$ cat config.mk
export PLATFORM = sky130hd
export DESIGN_NAME = flash_sec_ctrl
export DESIGN_NICKNAME = d
export VERILOG_FILES = /design/src/rtl/flashsec_pkg.sv /design/src/rtl/fsa_addr_decode.sv /design/src/rtl/fsa_option_guard.sv /design/src/rtl/fsa_erase_walker.sv /design/src/rtl/flash_sec_ctrl.sv
export SDC_FILE = /design/constraint.sdc
export NUM_CORES = 1
export LEC_CHECK = 0
export BUFFER_PORTS_ARGS = -buffer_cell sky130_fd_sc_hd__buf_2
export CAP_MARGIN = 20
export CELL_PAD_IN_SITES_DETAIL_PLACEMENT = 1
export CELL_PAD_IN_SITES_GLOBAL_PLACEMENT = 1
export CORE_MARGIN = 4
export CORE_UTILIZATION = 36
export CTS_CLUSTER_SIZE = 16
export DETAILED_ROUTE_END_ITERATION = 6
export PLACE_DENSITY_LB_ADDON = 0.1
export SYNTH_ARGS = -nofsm -noshare
export SYNTH_HDL_FRONTEND = slang
export SYNTH_SLANG_ARGS = --single-unit
$ cat constraint.sdc
create_clock -name clk -period 1.95 [get_ports clk]
set_clock_uncertainty 0.05 [all_clocks]
set_input_delay 0.195 -clock clk [delete_from_list [all_inputs] [get_ports clk]]
set_output_delay 0.195 -clock clk [all_outputs]
set_load 0.02 [all_outputs]
$ cat src/rtl/flashsec_pkg.sv
// Shared types for the secured flash access controller.
// Assumes: a two-bit command code and a small sequencing state machine.
package flashsec_pkg;

    typedef enum logic [1:0] {
        OP_READ   = 2'b00,
        OP_WRITE  = 2'b01,
        OP_PERASE = 2'b10,
        OP_MERASE = 2'b11
    } op_e;

    typedef enum logic [2:0] {
        ST_BOOT,
        ST_BOOTWAIT,
        ST_IDLE,
        ST_CHECK,
        ST_RDWAIT,
        ST_ERASE,
        ST_DONE
    } st_e;

    localparam logic [7:0] ERASED_BYTE = 8'hFF;

endpackage

$ cat src/rtl/fsa_addr_decode.sv
// Address classifier for the command port.
// Splits a command address into a physical location and range flags, and
// derives the page boundaries used by a page erase.
// Assumes: CMD_AW > MEM_AW, and PAGE_AW < MEM_AW.
module fsa_addr_decode #(
    parameter int CMD_AW  = 16,
    parameter int MEM_AW  = 15,
    parameter int PAGE_AW = 7
) (
    input  logic [CMD_AW-1:0] addr,
    output logic              in_range,
    output logic              is_alias,
    output logic              is_optp,
    output logic [MEM_AW-1:0] loc,
    output logic [MEM_AW-1:0] pg_first,
    output logic [MEM_AW-1:0] pg_last,
    output logic              in_last_pg
);
    localparam int HI_W = CMD_AW - MEM_AW;

    // Classify the address and derive its page limits.
    always_comb begin
        loc        = addr[MEM_AW-1:0];
        in_range   = (addr[CMD_AW-1:MEM_AW] == {HI_W{1'b0}});
        is_alias   = (addr == {CMD_AW{1'b1}});
        is_optp    = in_range && (loc == {MEM_AW{1'b1}});
        pg_first   = {addr[MEM_AW-1:PAGE_AW], {PAGE_AW{1'b0}}};
        pg_last    = {addr[MEM_AW-1:PAGE_AW], {PAGE_AW{1'b1}}};
        in_last_pg = &addr[MEM_AW-1:PAGE_AW];
    end
endmodule

$ cat src/rtl/fsa_option_guard.sv
// Option byte shadow and security state.
// Holds a copy of the option byte, whether it is programmed, and derives
// the security flag. Loaded at boot; updated by writes and erases.
// Assumes: only one of boot_load, wr_en, clr_en is high in a cycle.
module fsa_option_guard #(
    parameter int SEC_BIT = 3
) (
    input  logic       clk,
    input  logic       rst_n,
    input  logic       boot_load,
    input  logic [7:0] boot_value,
    input  logic       wr_en,
    input  logic [7:0] wr_value,
    input  logic       clr_en,
    output logic [7:0] opt_val,
    output logic       blank,
    output logic       secure
);
    import flashsec_pkg::*;

    // Track the option byte value and its programmed state.
    always_ff @(posedge clk) begin
        if (!rst_n) begin
            opt_val <= ERASED_BYTE;
            blank   <= 1'b1;
        end else if (boot_load) begin
            opt_val <= boot_value;
            blank   <= (boot_value == ERASED_BYTE);
        end else if (wr_en) begin
            opt_val <= wr_value;
            blank   <= 1'b0;
        end else if (clr_en) begin
            opt_val <= ERASED_BYTE;
            blank   <= 1'b1;
        end
    end

    // Security counts only for a programmed option byte.
    assign secure = !blank && opt_val[SEC_BIT];

    // Check: a write to the option byte leaves it programmed.
    a_r9_write_marks: assert property (@(posedge clk) disable iff (!rst_n)
        (wr_en && !boot_load) |=> !blank);

    // Check: an erase clears the shadow to the unprogrammed state.
    a_r7_clear_blank: assert property (@(posedge clk) disable iff (!rst_n)
        (clr_en && !wr_en && !boot_load) |=> (blank && !secure));
endmodule

$ cat src/rtl/fsa_erase_walker.sv
// Address walker for erase operations.
// Loads a first and last location, then steps one location per cycle.
// Assumes: first <= last, and step is held while the walk runs.
module fsa_erase_walker #(
    parameter int MEM_AW = 15
) (
    input  logic              clk,
    input  logic              rst_n,
    input  logic              start,
    input  logic [MEM_AW-1:0] first,
    input  logic [MEM_AW-1:0] last_loc,
    input  logic              step,
    output logic [MEM_AW-1:0] ptr,
    output logic              at_end
);
    logic [MEM_AW-1:0] lim;

    // Load the range on start, advance the pointer on each step.
    always_ff @(posedge clk) begin
        if (!rst_n) begin
            ptr <= '0;
            lim <= '0;
        end else if (start) begin
            ptr <= first;
            lim <= last_loc;
        end else if (step && !at_end) begin
            ptr <= ptr + 1'b1;
        end
    end

    // Flag the final location of the walk.
    assign at_end = (ptr == lim);

    // Check: the pointer never moves past the limit during a walk.
    a_r8_walk_bound: assert property (@(posedge clk) disable iff (!rst_n)
        (step && !start && at_end) |=> (ptr == $past(ptr)));
endmodule

$ cat src/rtl/flash_sec_ctrl.sv
// Secured flash programming access controller (top).
// Sequences read, write, page erase and mass erase commands onto a
// byte-wide memory port and gates them by the option byte security bit.
// Assumes: memory reads return data one cycle after mem_re; writes take
// one cycle; the option byte lives at the top memory location.
module flash_sec_ctrl #(
    parameter int MEM_AW     = 15,
    parameter int CMD_AW     = 16,
    parameter int PAGE_BYTES = 128,
    parameter int SEC_BIT    = 3
) (
    input  logic              clk,
    input  logic              rst_n,
    input  logic              cmd_valid,
    input  logic [1:0]        cmd_op,
    input  logic [CMD_AW-1:0] cmd_addr,
    input  logic [7:0]        cmd_wdata,
    output logic              busy,
    output logic              done,
    output logic              err,
    output logic [7:0]        rdata,
    output logic [MEM_AW-1:0] mem_addr,
    output logic              mem_re,
    output logic              mem_we,
    output logic [7:0]        mem_wdata,
    input  logic [7:0]        mem_rdata
);
    import flashsec_pkg::*;

    localparam int                PAGE_AW = $clog2(PAGE_BYTES);
    localparam logic [MEM_AW-1:0] OPT_LOC = {MEM_AW{1'b1}};

    st_e               st;
    op_e               op_q;
    logic [CMD_AW-1:0] addr_q;
    logic [7:0]        wdata_q;
    logic              err_q;
    logic              clr_q;
    logic [7:0]        rdata_q;

    logic              in_range, is_alias, is_optp, in_last_pg;
    logic [MEM_AW-1:0] loc, pg_first, pg_last;
    logic [7:0]        opt_val;
    logic              blank, secure;
    logic [MEM_AW-1:0] walk_ptr;
    logic              walk_end;

    logic              in_check, wr_ok, er_ok, rd_mem, erase_go, is_erase_op;
    logic [MEM_AW-1:0] walk_first, walk_last;

    fsa_addr_decode #(.CMD_AW(CMD_AW), .MEM_AW(MEM_AW), .PAGE_AW(PAGE_AW)) u_dec (
        .addr       (addr_q),
        .in_range   (in_range),
        .is_alias   (is_alias),
        .is_optp    (is_optp),
        .loc        (loc),
        .pg_first   (pg_first),
        .pg_last    (pg_last),
        .in_last_pg (in_last_pg)
    );

    fsa_option_guard #(.SEC_BIT(SEC_BIT)) u_opt (
        .clk        (clk),
        .rst_n      (rst_n),
        .boot_load  (st == ST_BOOTWAIT),
        .boot_value (mem_rdata),
        .wr_en      (in_check && op_q == OP_WRITE && wr_ok && is_optp),
        .wr_value   (wdata_q),
        .clr_en     (st == ST_ERASE && walk_end && clr_q),
        .opt_val    (opt_val),
        .blank      (blank),
        .secure     (secure)
    );

    fsa_erase_walker #(.MEM_AW(MEM_AW)) u_walk (
        .clk      (clk),
        .rst_n    (rst_n),
        .start    (erase_go),
        .first    (walk_first),
        .last_loc (walk_last),
        .step     (st == ST_ERASE),
        .ptr      (walk_ptr),
        .at_end   (walk_end)
    );

    // Decide whether the held command may proceed.
    always_comb begin
        in_check    = (st == ST_CHECK);
        is_erase_op = (op_q == OP_PERASE) || (op_q == OP_MERASE);
        wr_ok       = in_range && !secure && (!is_optp || blank);
        er_ok       = (op_q == OP_MERASE) || (in_range && !secure);
        rd_mem      = in_range && !secure && !is_optp;
        erase_go    = in_check && is_erase_op && er_ok;
        walk_first  = (op_q == OP_MERASE) ? '0 : pg_first;
        walk_last   = (op_q == OP_MERASE) ? OPT_LOC : pg_last;
    end

    // Drive the memory port from the current state.
    always_comb begin
        mem_re    = (st == ST_BOOT) || (in_check && op_q == OP_READ && !is_alias && rd_mem);
        mem_we    = (st == ST_ERASE) || (in_check && op_q == OP_WRITE && wr_ok);
        mem_wdata = (st == ST_ERASE) ? ERASED_BYTE : wdata_q;
        if (st == ST_BOOT)       mem_addr = OPT_LOC;
        else if (st == ST_ERASE) mem_addr = walk_ptr;
        else                     mem_addr = loc;
    end

    // Command sequencer: boot load, accept, check, execute, complete.
    always_ff @(posedge clk) begin
        if (!rst_n) begin
            st      <= ST_BOOT;
            op_q    <= OP_READ;
            addr_q  <= '0;
            wdata_q <= '0;
            err_q   <= 1'b0;
            clr_q   <= 1'b0;
            rdata_q <= ERASED_BYTE;
        end else begin
            case (st)
                ST_BOOT:     st <= ST_BOOTWAIT;
                ST_BOOTWAIT: st <= ST_IDLE;
                ST_IDLE: begin
                    if (cmd_valid) begin
                        op_q    <= op_e'(cmd_op);
                        addr_q  <= cmd_addr;
                        wdata_q <= cmd_wdata;
                        err_q   <= 1'b0;
                        st      <= ST_CHECK;
                    end
                end
                ST_CHECK: begin
                    case (op_q)
                        OP_READ: begin
                            if (is_alias || is_optp) begin
                                rdata_q <= opt_val;
                                st      <= ST_DONE;
                            end else if (!rd_mem) begin
                                rdata_q <= ERASED_BYTE;
                                st      <= ST_DONE;
                            end else begin
                                st <= ST_RDWAIT;
                            end
                        end
                        OP_WRITE: begin
                            err_q <= !wr_ok;
                            st    <= ST_DONE;
                        end
                        default: begin
                            clr_q <= (op_q == OP_MERASE) || in_last_pg;
                            err_q <= !er_ok;
                            st    <= er_ok ? ST_ERASE : ST_DONE;
                        end
                    endcase
                end
                ST_RDWAIT: begin
                    rdata_q <= mem_rdata;
                    st      <= ST_DONE;
                end
                ST_ERASE: begin
                    if (walk_end) st <= ST_DONE;
                end
                ST_DONE:  st <= ST_IDLE;
                default:  st <= ST_IDLE;
            endcase
        end
    end

    // Handshake and result outputs.
    assign busy  = (st != ST_IDLE);
    assign done  = (st == ST_DONE);
    assign err   = done && err_q;
    assign rdata = rdata_q;

    // Assertions on the handshake and memory gating.
    a_r2_done_after_busy: assert property (@(posedge clk) disable iff (!rst_n)
        done |-> $past(busy));
    a_r2_done_single: assert property (@(posedge clk) disable iff (!rst_n)
        done |=> !done);
    a_r2_err_with_done: assert property (@(posedge clk) disable iff (!rst_n)
        err |-> done);
    a_r6_no_secure_write: assert property (@(posedge clk) disable iff (!rst_n)
        (mem_we && st == ST_CHECK) |-> !secure);
    a_r9_option_once: assert property (@(posedge clk) disable iff (!rst_n)
        (mem_we && st == ST_CHECK && mem_addr == OPT_LOC) |-> blank);
    a_r8_erase_value: assert property (@(posedge clk) disable iff (!rst_n)
        (mem_we && st == ST_ERASE) |-> (mem_wdata == ERASED_BYTE));
    a_r12_port_excl: assert property (@(posedge clk) disable iff (!rst_n)
        !(mem_we && mem_re));
    a_r1_boot_busy: assert property (@(posedge clk) disable iff (!rst_n)
        (st == ST_BOOT || st == ST_BOOTWAIT) |-> (busy && !done));
endmodule

==> key figures <==
Setup path
  • Crit path arrival time: 1.77 ns
  • Family with the most delay on the worst path: simple AND/OR/NAND/NOR gates
  • Cell Chain, Critical Path: nand3b_1 -> or3_4 -> o2bb2ai_4 -> buf_6
  • CP required: around 1.7 ns
  • Critical Path Fanout Max: 4
  • CP max stage delay: ~0.48 ns
  • CP Buf/Inv Count: 1
  • CP max stage cell: or3_4
  • Startpoint class of the critical path: flip-flop
  • Setup Crit Path Kind: reg2out
  • CP endpoint kind: output pin

Finish
  • Post-Layout Inst Area: about 5000 µm²
  • Register area: 1469 µm²
  • Number of fill cells: 1228
  • Fin cells: 737
  • # nets final: 638
  • Share of cells above drive strength 1: a little over a third
  • Multi-input logic area: 2173 µm²
  • Area Growth Syn to Fin: 37.84%
  • Diodes inserted: 0

Place
  • Placed Area: 4461 µm²
  • DP HPWL: slightly below 10000 µm
  • Placed Cells: 712
  • Final GP Congestion: roughly 0.9
  • Port buffer count: slightly above 70
  • Place WS: -0.02200 ns

Clock tree
  • Worst-skew pair later-pin latency: between 0.3 and 0.4 ns
  • CTS sink count: between 70 and 80
  • CTS root buf: clkbuf_8
  • H-tree levels: 3
  • Clock Path Buffers: 2
  • CTS tree: done
  • Cts hold-fix bufs: 0
  • Clk slew on worst S/H paths: approximately 0.080 ns
  • Num CTS Buffers: 9

Global routing
  • M2 GR Usage: between 30% and 40%
  • First-pass GRT wire length: ~21000 µm
  • GRT Util Overall: between 20 and 25%
  • Gr ovfl total: 0
  • Largest net degree at the start of global routing: 26
  • Initial antenna violation count: 0
  • M1 GR Usage: between 30% and 40%
  • Vias in the first global route: between 3000 and 4000
  • Met3 global-route usage: between 3 and 4%
  • Global route hottest layer: met2

Yosys
  • Yosys cell types: 51
  • Seq cells post-synth: between 70 and 80
  • Post-synth top flop: dfxtp_1
  • Cells after synthesis: approximately 480
  • Syn_nets: approximately 520
  • Commonest cells post-synth: nand2_1, dfxtp_1, a21oi_1
  • Post-synthesis sequential area ratio: 39.85%
  • Synth top area share: about two fifths
  • Mapped Area: around 3600 µm²
  • Syn Area/Cell: about 7.6 µm²
  • Largest cells by area after synthesis: dfxtp_1, nand2_1, a21oi_1, nor2_1, o22ai_1
  • Async SR Flop Fraction: 0%
  • Ys Warns: 0
  • Largest area contributor in the netlist: dfxtp_1
  • EDFF count, synth: 0
  • Leading cell type by number of instances after synthesis: nand2_1

Floorplan
  • Die ar.: 11720 µm²
  • Placement Rows: 36
  • Initial Utilization: between 30 and 40%
  • Die W: 108.2 µm
  • Core area: between 9000 and 10000 µm²
  • Io pins: 73
  • Chip Height: 108.2 µm

STA
  • Setup TNS: -0.06051 ns
  • Final Hold Vio Count: 0
  • Share of the cycle needed by the critical path after routing: 103.1%
  • RSZ-0062 raised after global routing: true
  • Fmax: around 500 MHz
  • WHS: 0.01555 ns
  • Fin worst setup slack: -0.06051 ns
  • Final min period: just over 2 ns
  • Max Slew Vio Count: 0
  • Slew @ Worst Pin: 0.5511 ns
  • Slew headroom: a little over three fifths
  • # setup viols final: 1

Power
  • Peak VDD IR: around 0.34 mV
  • Pwr Density: a little under 800 nW/µm²
  • P_leak: 2.066 nW

Route
  • Via count: between 3000 and 4000
  • Routed vias/inst: roughly 5.4
  • Final wirelength: between 10000 and 15000 µm
  • # DRC: 0
  • Remaining antenna violation count: 0
  • DRT Pass-1 Iters: 5
  • DR WL/cell: about 18 µm
  • Number of DRC markers in iteration 0: 229

Flow run
  • MaxCap Viol Count: 0

Hold path
  • Worst hold path class: in2reg

Status
  • Violated checks: negative setup slack
  • Status: complete, but fails checks
## repair_timing
item,4_1_cts,5_1_grt
buffers inserted,4,5
gates cloned,1,0
setup endpoints to repair,29,39
pin swaps,5,17
resized for setup,33,43
## worst paths after layout
| kind | from | end | slack [ns] | cells after the start |
|---|---|---|---|---|
| setup / recovery | st[2] | mem_re | -0.06 | 4 |
| hold / removal | cmd_addr[1] | addr_q[1] | 0.02 | 3 |
| setup reg to reg | st[2] | rdata[5] | 0.05 | 5 |
| hold reg to reg | addr_q[6] | addr_q[6] | 0.42 | 2 |
## worst min-delay path: cells and delay by family
family	cells	cell delay [ns]
AO/OA/AOI/OAI	1	0.05
AND/OR/NAND/NOR	1	0.05
buffers and inverters	1	0.09
## power breakdown
part	leakage [nW]	internal (W)	switching, W
sequential	0.593	0.00154	0.0000589
combinational	1.37	0.000442	0.000622
clock	0.0989	0.000614	0.000583
## kinds of logic (layout without fill, tap and decap cells)
| family | count (synthesis) | count (layout) | synth area share (%) |
|---|---|---|---|
| buffers and inverters | 41 | 166 | 4.946 |
| AO/OA/AOI/OAI | 122 | 122 | 21.14 |
| XOR/XNOR | 17 | 17 | 4.116 |
| adder cells (fa/ha/maj) | 1 | 1 | 0.3458 |
| AND/OR/NAND/NOR | 226 | 226 | 29.61 |
| flip-flops | 72 | 72 | 39.85 |
## metal layers
| layer | vias up | wire (µm) |
|---|---|---|
| met5 | - | 0 |
| met4 | 0 | 180 |
| met3 | 15 | 590 |
| met2 | 109 | 6096 |
| met1 | 1936 | 6447 |
| li1 | 1938 | - |
## metrics by stage
| step | utilization [%] | total power (W) |
|---|---|---|
| after floorplan | - | 0.002148 |
| after global placement | 45.63 | 0.002506 |
| after detailed placement | 45.63 | 0.002523 |
| after CTS | 48.91 | 0.003795 |
| after global routing | 51.01 | 0.004044 |
| final | 51.01 | 0.003859 |
## flip-flops by register name, indices dropped and copies added (netlist names)
register and cells:
clr_q 1, rdata 8, u_walk.lim 9, u_opt.opt_val 8, u_walk.ptr 15, err_q 1
u_opt.blank 1, op_q 2, addr_q 16, wdata_q 8, st 3
## area by class of cell
class	instances	share of cell area, %
Tap cell	133	3.338
Clock inverter	4	0.9034
Inverter	6	0.4517
Sequential cell	72	29.46
Timing Repair Buffer	145	19.42
Clock buffer	11	2.836
Multi-Input combinational cell	366	43.59
## cells in the final DEF (no fill, tap or decap), types with 5 or more instances in the layout
cell type  instances
nand2b_1           8
xnor2_1            8
nor2_1            48
nand3_1           20
nor3_1            20
o21ai_1            7
buf_6             10
inv_1              5
nand2_1           78
dfxtp_1           54
buf_2             63
o21ai_0            7
o221ai_1           9
clkbuf_8          10
xor2_1             9
a21oi_2            5
o22ai_1           23
dfxtp_2           16
nand4_1           10
a21oi_1           49
buf_4             72
(Power assumes the default switching activity.)
